**config.mk**
```make
export PLATFORM = sky130hd
export DESIGN_NAME = vpack_sat_unit
export DESIGN_NICKNAME = d
export VERILOG_FILES = /design/src/rtl/vpk_pkg.sv /design/src/rtl/vpk_decode.sv /design/src/rtl/vpk_lane_clamp.sv /design/src/rtl/vpk_sat_flag.sv /design/src/rtl/vpack_sat_unit.sv
export SDC_FILE = /design/constraint.sdc
export NUM_CORES = 1
export LEC_CHECK = 0
export ABC_AREA = 0
export BUFFER_PORTS_ARGS = -buffer_cell sky130_fd_sc_hd__buf_2
export CAP_MARGIN = 20
export CORE_AREA = 3 3 170 172
export DETAILED_ROUTE_END_ITERATION = 10
export DIE_AREA = 0 0 173 175
export GPL_TIMING_DRIVEN = 0
export PLACE_DENSITY = 0.45
export SETUP_SLACK_MARGIN = 0.02
export SYNTH_ARGS = -nofsm -noshare
export SYNTH_HDL_FRONTEND = slang
export SYNTH_SLANG_ARGS = --single-unit
```
**constraint.sdc**
```tcl
create_clock -name clk_i -period 5.5 [get_ports clk_i]
set_input_delay 0.825 -clock clk_i [delete_from_list [all_inputs] [get_ports clk_i]]
set_output_delay 0.825 -clock clk_i [all_outputs]
set_load 0.03 [all_outputs]
```
**src/rtl/vpk_pkg.sv**
```systemverilog
package vpk_pkg;
  localparam logic [31:0] STD_MASK  = 32'hFC00_07FF;
  localparam logic [31:0] STD_MATCH = 32'h1000_018E;
  // extended form: register-index bits (6..21, 26, 28..31 MSB-numbered) masked out
  localparam logic [31:0] EXT_MASK  = 32'hFC00_03D0;
  localparam logic [31:0] EXT_MATCH = 32'h1400_0200;
  localparam int unsigned EXT_IDX_W = 7;
  localparam int unsigned STD_IDX_W = 5;
endpackage

```
**src/rtl/vpk_decode.sv**
```systemverilog
module vpk_decode
  import vpk_pkg::*;
#(
  parameter int unsigned IDX_W = 7
) (
  input  logic [31:0]      instr_i,
  output logic             we_o,
  output logic [IDX_W-1:0] dst_idx_o,
  output logic [IDX_W-1:0] a_idx_o,
  output logic [IDX_W-1:0] b_idx_o
);
  logic std_hit, ext_hit;
  logic [STD_IDX_W-1:0] std_d, std_a, std_b;
  logic [EXT_IDX_W-1:0] ext_d, ext_a, ext_b;

  assign std_hit = (instr_i & STD_MASK) == STD_MATCH;
  assign ext_hit = (instr_i & EXT_MASK) == EXT_MATCH;
  assign we_o    = std_hit | ext_hit;

  assign std_d = instr_i[25:21];
  assign std_a = instr_i[20:16];
  assign std_b = instr_i[15:11];

  assign ext_d = {instr_i[3:2], instr_i[25:21]};
  assign ext_a = {instr_i[10], instr_i[5], instr_i[20:16]};
  assign ext_b = {instr_i[1:0], instr_i[15:11]};

  always_comb begin
    if (ext_hit) begin
      dst_idx_o = IDX_W'(ext_d);
      a_idx_o   = IDX_W'(ext_a);
      b_idx_o   = IDX_W'(ext_b);
    end else begin
      dst_idx_o = IDX_W'(std_d);
      a_idx_o   = IDX_W'(std_a);
      b_idx_o   = IDX_W'(std_b);
    end
  end
endmodule

```
**src/rtl/vpk_lane_clamp.sv**
```systemverilog
module vpk_lane_clamp #(
  parameter int unsigned IN_W  = 16,
  parameter int unsigned OUT_W = 8
) (
  input  logic [IN_W-1:0]  lane_i,
  input  logic             unsigned_i,
  output logic [OUT_W-1:0] byte_o,
  output logic             sat_o
);
  localparam logic signed [IN_W-1:0] SMAX = IN_W'((1 << (OUT_W - 1)) - 1);
  localparam logic signed [IN_W-1:0] SMIN = -SMAX - 1;
  localparam logic signed [IN_W-1:0] UMAX = IN_W'((1 << OUT_W) - 1);

  logic signed [IN_W-1:0] v;
  logic hi, lo;

  assign v = $signed(lane_i);

  always_comb begin
    if (unsigned_i) begin
      lo = v < 0;
      hi = v > UMAX;
    end else begin
      lo = v < SMIN;
      hi = v > SMAX;
    end
    if (hi)      byte_o = unsigned_i ? {OUT_W{1'b1}} : {1'b0, {(OUT_W-1){1'b1}}};
    else if (lo) byte_o = unsigned_i ? {OUT_W{1'b0}} : {1'b1, {(OUT_W-1){1'b0}}};
    else         byte_o = lane_i[OUT_W-1:0];
  end

  assign sat_o = hi | lo;
endmodule

```
**src/rtl/vpk_sat_flag.sv**
```systemverilog
module vpk_sat_flag (
  input  logic clk_i,
  input  logic rst_ni,
  input  logic set_i,
  input  logic clr_i,
  output logic sat_o
);
  always_ff @(posedge clk_i or negedge rst_ni) begin
    if (!rst_ni)    sat_o <= 1'b0;
    else if (clr_i) sat_o <= 1'b0;
    else if (set_i) sat_o <= 1'b1;
  end


  sticky_hold_chk: assert property (@(posedge clk_i) disable iff (!rst_ni)
    sat_o && !clr_i |=> sat_o);

  clear_wins_chk: assert property (@(posedge clk_i) disable iff (!rst_ni)
    clr_i |=> !sat_o);

  set_seen_chk: assert property (@(posedge clk_i) disable iff (!rst_ni)
    set_i && !clr_i |=> sat_o);
endmodule

```
**src/rtl/vpack_sat_unit.sv**
```systemverilog
module vpack_sat_unit #(
  parameter int unsigned LANES = 8,
  parameter int unsigned IN_W  = 16,
  parameter int unsigned OUT_W = 8,
  parameter int unsigned IDX_W = 7
) (
  input  logic                       clk_i,
  input  logic                       rst_ni,
  input  logic [31:0]                instr_i,
  input  logic                       unsigned_mode_i,
  input  logic [LANES*IN_W-1:0]      src_a_i,
  input  logic [LANES*IN_W-1:0]      src_b_i,
  input  logic                       sat_clr_i,
  output logic                       we_o,
  output logic [IDX_W-1:0]           dst_idx_o,
  output logic [IDX_W-1:0]           src_a_idx_o,
  output logic [IDX_W-1:0]           src_b_idx_o,
  output logic [2*LANES*OUT_W-1:0]   result_o,
  output logic                       sat_o
);
  localparam int unsigned SRC_W  = LANES * IN_W;
  localparam int unsigned RES_W  = 2 * LANES * OUT_W;
  localparam int unsigned NLANES = 2 * LANES;

  logic [NLANES-1:0] lane_sat;
  logic              sat_set;

  vpk_decode #(.IDX_W(IDX_W)) u_dec (
    .instr_i  (instr_i),
    .we_o     (we_o),
    .dst_idx_o(dst_idx_o),
    .a_idx_o  (src_a_idx_o),
    .b_idx_o  (src_b_idx_o)
  );

  for (genvar g = 0; g < NLANES; g++) begin : g_lane
    localparam int unsigned K = g % LANES;
    logic [IN_W-1:0]  lane;
    logic [OUT_W-1:0] res_byte;

    if (g < LANES) begin : g_a
      assign lane = src_a_i[SRC_W-1-K*IN_W -: IN_W];
    end else begin : g_b
      assign lane = src_b_i[SRC_W-1-K*IN_W -: IN_W];
    end

    vpk_lane_clamp #(.IN_W(IN_W), .OUT_W(OUT_W)) u_clamp (
      .lane_i    (lane),
      .unsigned_i(unsigned_mode_i),
      .byte_o    (res_byte),
      .sat_o     (lane_sat[g])
    );

    assign result_o[RES_W-1-g*OUT_W -: OUT_W] = res_byte;


    signed_pass_chk: assert property (@(posedge clk_i) disable iff (!rst_ni)
      !unsigned_mode_i && !lane_sat[g] |-> $signed(res_byte) == $signed(lane));

    unsigned_rail_chk: assert property (@(posedge clk_i) disable iff (!rst_ni)
      unsigned_mode_i && lane_sat[g] |-> (res_byte == '0 || res_byte == '1));
  end

  assign sat_set = we_o & (|lane_sat);

  vpk_sat_flag u_flag (
    .clk_i (clk_i),
    .rst_ni(rst_ni),
    .set_i (sat_set),
    .clr_i (sat_clr_i),
    .sat_o (sat_o)
  );


  idle_keeps_sat_chk: assert property (@(posedge clk_i) disable iff (!rst_ni)
    !we_o && !sat_clr_i |=> $stable(sat_o));
endmodule

```
-- Word-level counts from Yosys, hierarchy flattened
Cells that the tools add are included.
- register bits after elaboration: 1
- bits of input ports: 292
- output and inout bits: 151
- word-level logic and storage cells: 158
- magnitude comparators: 64
- equality and inequality tests: 2
- multiplexer cells: 71
- bitwise gates (word level): 18
- reductions and logical operators: 2
- operator list (cell ; number):
    $mux W8 ; 34
    $gt A16 B8 Y1 const B ; 16
    $gt A16 B9 Y1 const B ; 16
    $lt A16 B1 Y1 const B ; 16
    $lt A16 B8 Y1 const B ; 16
    $mux W1 ; 34
    $mux W7 ; 3
    $eq A17 B14 Y1 const B ; 1
    $or A1 B1 Y1 ; 17
    $reduce_or A16 Y1 ; 1
    $eq A11 B8 Y1 const B ; 1
    $reduce_bool A2 Y1 ; 1
    $and A1 B1 Y1 ; 1

-- Depth between registers and ports, before layout
- depth in word-level cells: 7
- gate-level depth with buffers: 7

-- Modules after synthesis
Synthesis repeated with hierarchy kept, for this count alone.
- cell total of the unflattened synthesis: 357
- area, all modules: 3088.0 um2
- modules (own cells, without submodules) (module ; times used ; cells an instance ; area each (um2) ; sequential area each (um2)):
    vpk_lane_clamp ; 16 ; 20 ; 173.9 ; 0.0
    vpk_decode ; 1 ; 29 ; 232.7 ; 0.0
    vpack_sat_unit ; 1 ; 6 ; 37.5 ; 0.0
    vpk_sat_flag ; 1 ; 2 ; 35.0 ; 25.0

-- Worst setup path after synthesis
No wires, ideal clock.
- path type: input port to output port
- from: input unsigned_mode_i
- to: output result_o[16]
- data arrival time: 2232 ps
- data required time: 4675 ps
- path slack: 2443 ps
- cell stages on the path: 5
- path buffers: 2
- cells stage by stage: buf_2 > clkbuf_1 > nand2b_1 > o31ai_1 > a21o_1
- longest elaborated chain between the ends: 3
- elaborated cells on any way between the ends: 4
- classes of those cells: 4 x mux
- RTL lines (element ; line ; source):
    start, declared ; vpack_sat_unit.sv:10 ; input logic unsigned_mode_i,
    $mux W1 ; vpk_lane_clamp.sv:20 ; if (unsigned_i) begin
    $mux W8 ; vpk_lane_clamp.sv:28 ; else if (lo) byte_o = unsigned_i ? {OUT_W{1'b0}} : {1'b1, {(OUT_W-1){1'b0}}};
    $mux W8 (*) ; vpk_lane_clamp.sv:27 ; if (hi) byte_o = unsigned_i ? {OUT_W{1'b1}} : {1'b0, {(OUT_W-1){1'b1}}};
    end, declared ; vpack_sat_unit.sv:18 ; output logic [2*LANES*OUT_W-1:0] result_o,
Every way passes the cells marked *; elsewhere a longest branch is shown, timed or not.

-- Worst setup path after layout
- from: input unsigned_mode_i
- to: output result_o[126]
The elaborated chain is that of the path after synthesis.

==> out/qor.csv <==
metric;value;unit
Clock Power Share;0;%
DIE HEIGHT;175;µm
most crowded layer after global routing;met2;
largest net degree at the start of global routing;11;
Top Registers;u_flag.sat_o x1;
Worst Path Max Fanout;10;
Max Slew Vio Count;0;
Sw Pwr;299;µW
number of synthesized flops with an enable pin;0;
Total GRT Usage;11.0;%
final design utilization;18.7;%
M3 GR Usage;2.17;%
synthesis-stage register bit count;1;
initial antenna violation count;4;
Initial Utilization;9.09;%
Worst Skew;0;ps
max FFs per register;1;
ranking of synthesized cells by area;a21o_1 (23%), nand2_1 (5.7%), buf_4 (4.5%), nand4_1 (4.5%), o21a_1 (4.2%);
Gate Count Post-Synth;380;
DRC viols;0;
Hold Slack;600;ps
Routed WL;18500;µm
RSZ-0062 raised after global routing;no;
Final Critical Period;3780;ps
grt ovf;0;
die area;30300;µm²
Arr. time, crit path;2950;ps
Hold Vio Cnt, Final;0;
fmax;0.265;GHz
Post-Syn Area per Cell;6.61;µm²
P_leak;2.80;nW
worst skew pair latency;0;ps
DR WL/cell;15.5;µm
sequential area share after synthesis;0.997;%
Yosys top cell area share;23.3;%
peak supply drop;33.8;µV
clk slew on worst S/H paths;0;ps
WP data required;4680;ps
most flop-heavy register;u_flag.sat_o;
Sw Ratio;61.2;%
post-cts resize count;0;
internal power;190;µW
DR vias/cell;3.99;
top cells by count, synth;a21o_1 (78), nand2_1 (38), inv_1 (20);
kind of critical path;in2out;
vias in the first global route;4756;
ANT nets after route;0;
status;finished, final reports clean;
final worst-path cycle share;68.7;%
syn_nets;672;
max cap viols;0;
Comb pwr share;98.5;%
Reg2Reg Depth;3;
CP startpoint kind;primary input;
# fillers;3219;
PortBufs;427;
via count;4757;
Max-slew headroom;36.9;%
layout cells sized above 1;58.7;%
post-synth cell types;50;
top-count cell post-synth;a21o_1;
Post-Route Setup TNS;0;ps
area delta synth->final;105;%
hold_buf cts;0;
Initial DRT Pass Iterations;4;
first-pass GRT wire length;26900;µm
Core Area;27600;µm²
met1 usage;13.0;%
met2 Use GR;21.4;%
ys async rst share;100;%
largest area contributor in the netlist;a21o_1;
post-CTS setup buffer count;0;
synth warn;0;
drt initial violations;132;
worst slew pin tran;943;ps
Hold Path Class;in2async;
Crit. End Element;output port;
fin nets;1103;
I/O pin cnt;443;
pwr dens;94.9;nW/µm²
gp weighted congestion;0.802;
FP Rows;61;
synthesized area;2510;µm²
ys flop type;dfrtp_1;
part of the power in registers;1.5;%
die width;173;µm
placed wire-length estimate;16900;µm
Setup violations, final;0;
[cell usage in the layout, fill, tap and decap left out, types with 5 or more instances in the layout]
cell and count:
nor2_1 15, or3_1 5, a21oi_1 8, o31ai_2 5
a21o_1 78, nand2_1 38, and2_1 6, nor2b_1 7
inv_1 20, nand2b_1 12, a21o_2 7, nor3_1 14
o21ai_0 8, mux2_2 7, buf_4 16, a31oi_1 10
o31ai_1 6, diode_2 5, nand3_1 16, or4_1 8
buf_2 428, o21a_1 14, nand4_1 18, o211ai_1 5
nor4_1 16
[routing by layer]
metal  wire, µm  share of wire [%]  vias up
li1           -                  -     2336
met1       7220                 39     2133
met2       9560                 52      276
met3       1560                8.4       12
met4        155               0.84        0
met5          0                  0        -
[cell families after synthesis]
family                 Yosys count  share of synthesized area, %
AND/OR/NAND/NOR                175                          40.0
AO/OA/AOI/OAI                  156                          47.2
multiplexers                     8                          3.54
flip-flops                       1                         0.996
buffers and inverters           40                          8.27
[power groups by stage]
stage                     clock network [mW]  registers [mW]  logic [mW]
after CTS                                  0         0.00751       0.487
after global placement                     0         0.00751       0.481
after detailed placement                   0         0.00751       0.486
after floorplan                            0         0.00751       0.267
after global routing            0.0000000729         0.00751       0.519
final                            0.000000122         0.00750       0.482
[final cells by class]
type | count | area, µm² | area share [%]
antenna | 5 | 12.5 | 0.243
buffer | 19 | 129 | 2.50
inverter | 21 | 78.8 | 1.53
multi-input combinational | 339 | 2280 | 44.2
sequential | 1 | 25.0 | 0.485
tap | 378 | 473 | 9.17
timing repair buffer | 429 | 2160 | 41.9
[per-stage QoR]
step / power [mW] / setup WS, ps / cell area (µm²) / std cells
6_report: 0.489 / 1720 / 5160 / 1192
2_1_floorplan: 0.274 / 2440 / 2510 / 380
5_1_grt: 0.526 / 1440 / 5150 / 1190
3_3_place_gp: 0.489 / 1180 / 5120 / 1185
4_1_cts: 0.495 / 1550 / 5140 / 1187
3_5_place_dp: 0.493 / 1570 / 5140 / 1187
[final timing paths]
kind	from	endpoint	slack, ps
min in group clk_i	u_flag.sat_o$_DFFE_PN0P_	u_flag.sat_o$_DFFE_PN0P_	670
min reg2reg	u_flag.sat_o$_DFFE_PN0P_	u_flag.sat_o$_DFFE_PN0P_	670
max in group asynchronous	rst_ni	u_flag.sat_o$_DFFE_PN0P_	4820
min	rst_ni	u_flag.sat_o$_DFFE_PN0P_	600
max	unsigned_mode_i	result_o[126]	1720
max reg2reg	u_flag.sat_o$_DFFE_PN0P_	u_flag.sat_o$_DFFE_PN0P_	3710
[worst max-delay path, stage by stage]
cell and delay (ps):
buf_2 120, buf_2 240, clkbuf_1 320, inv_2 260, nand2_1 100, o31ai_1 660, o21a_1 210, buf_2 210
(Power assumes the default switching activity.)
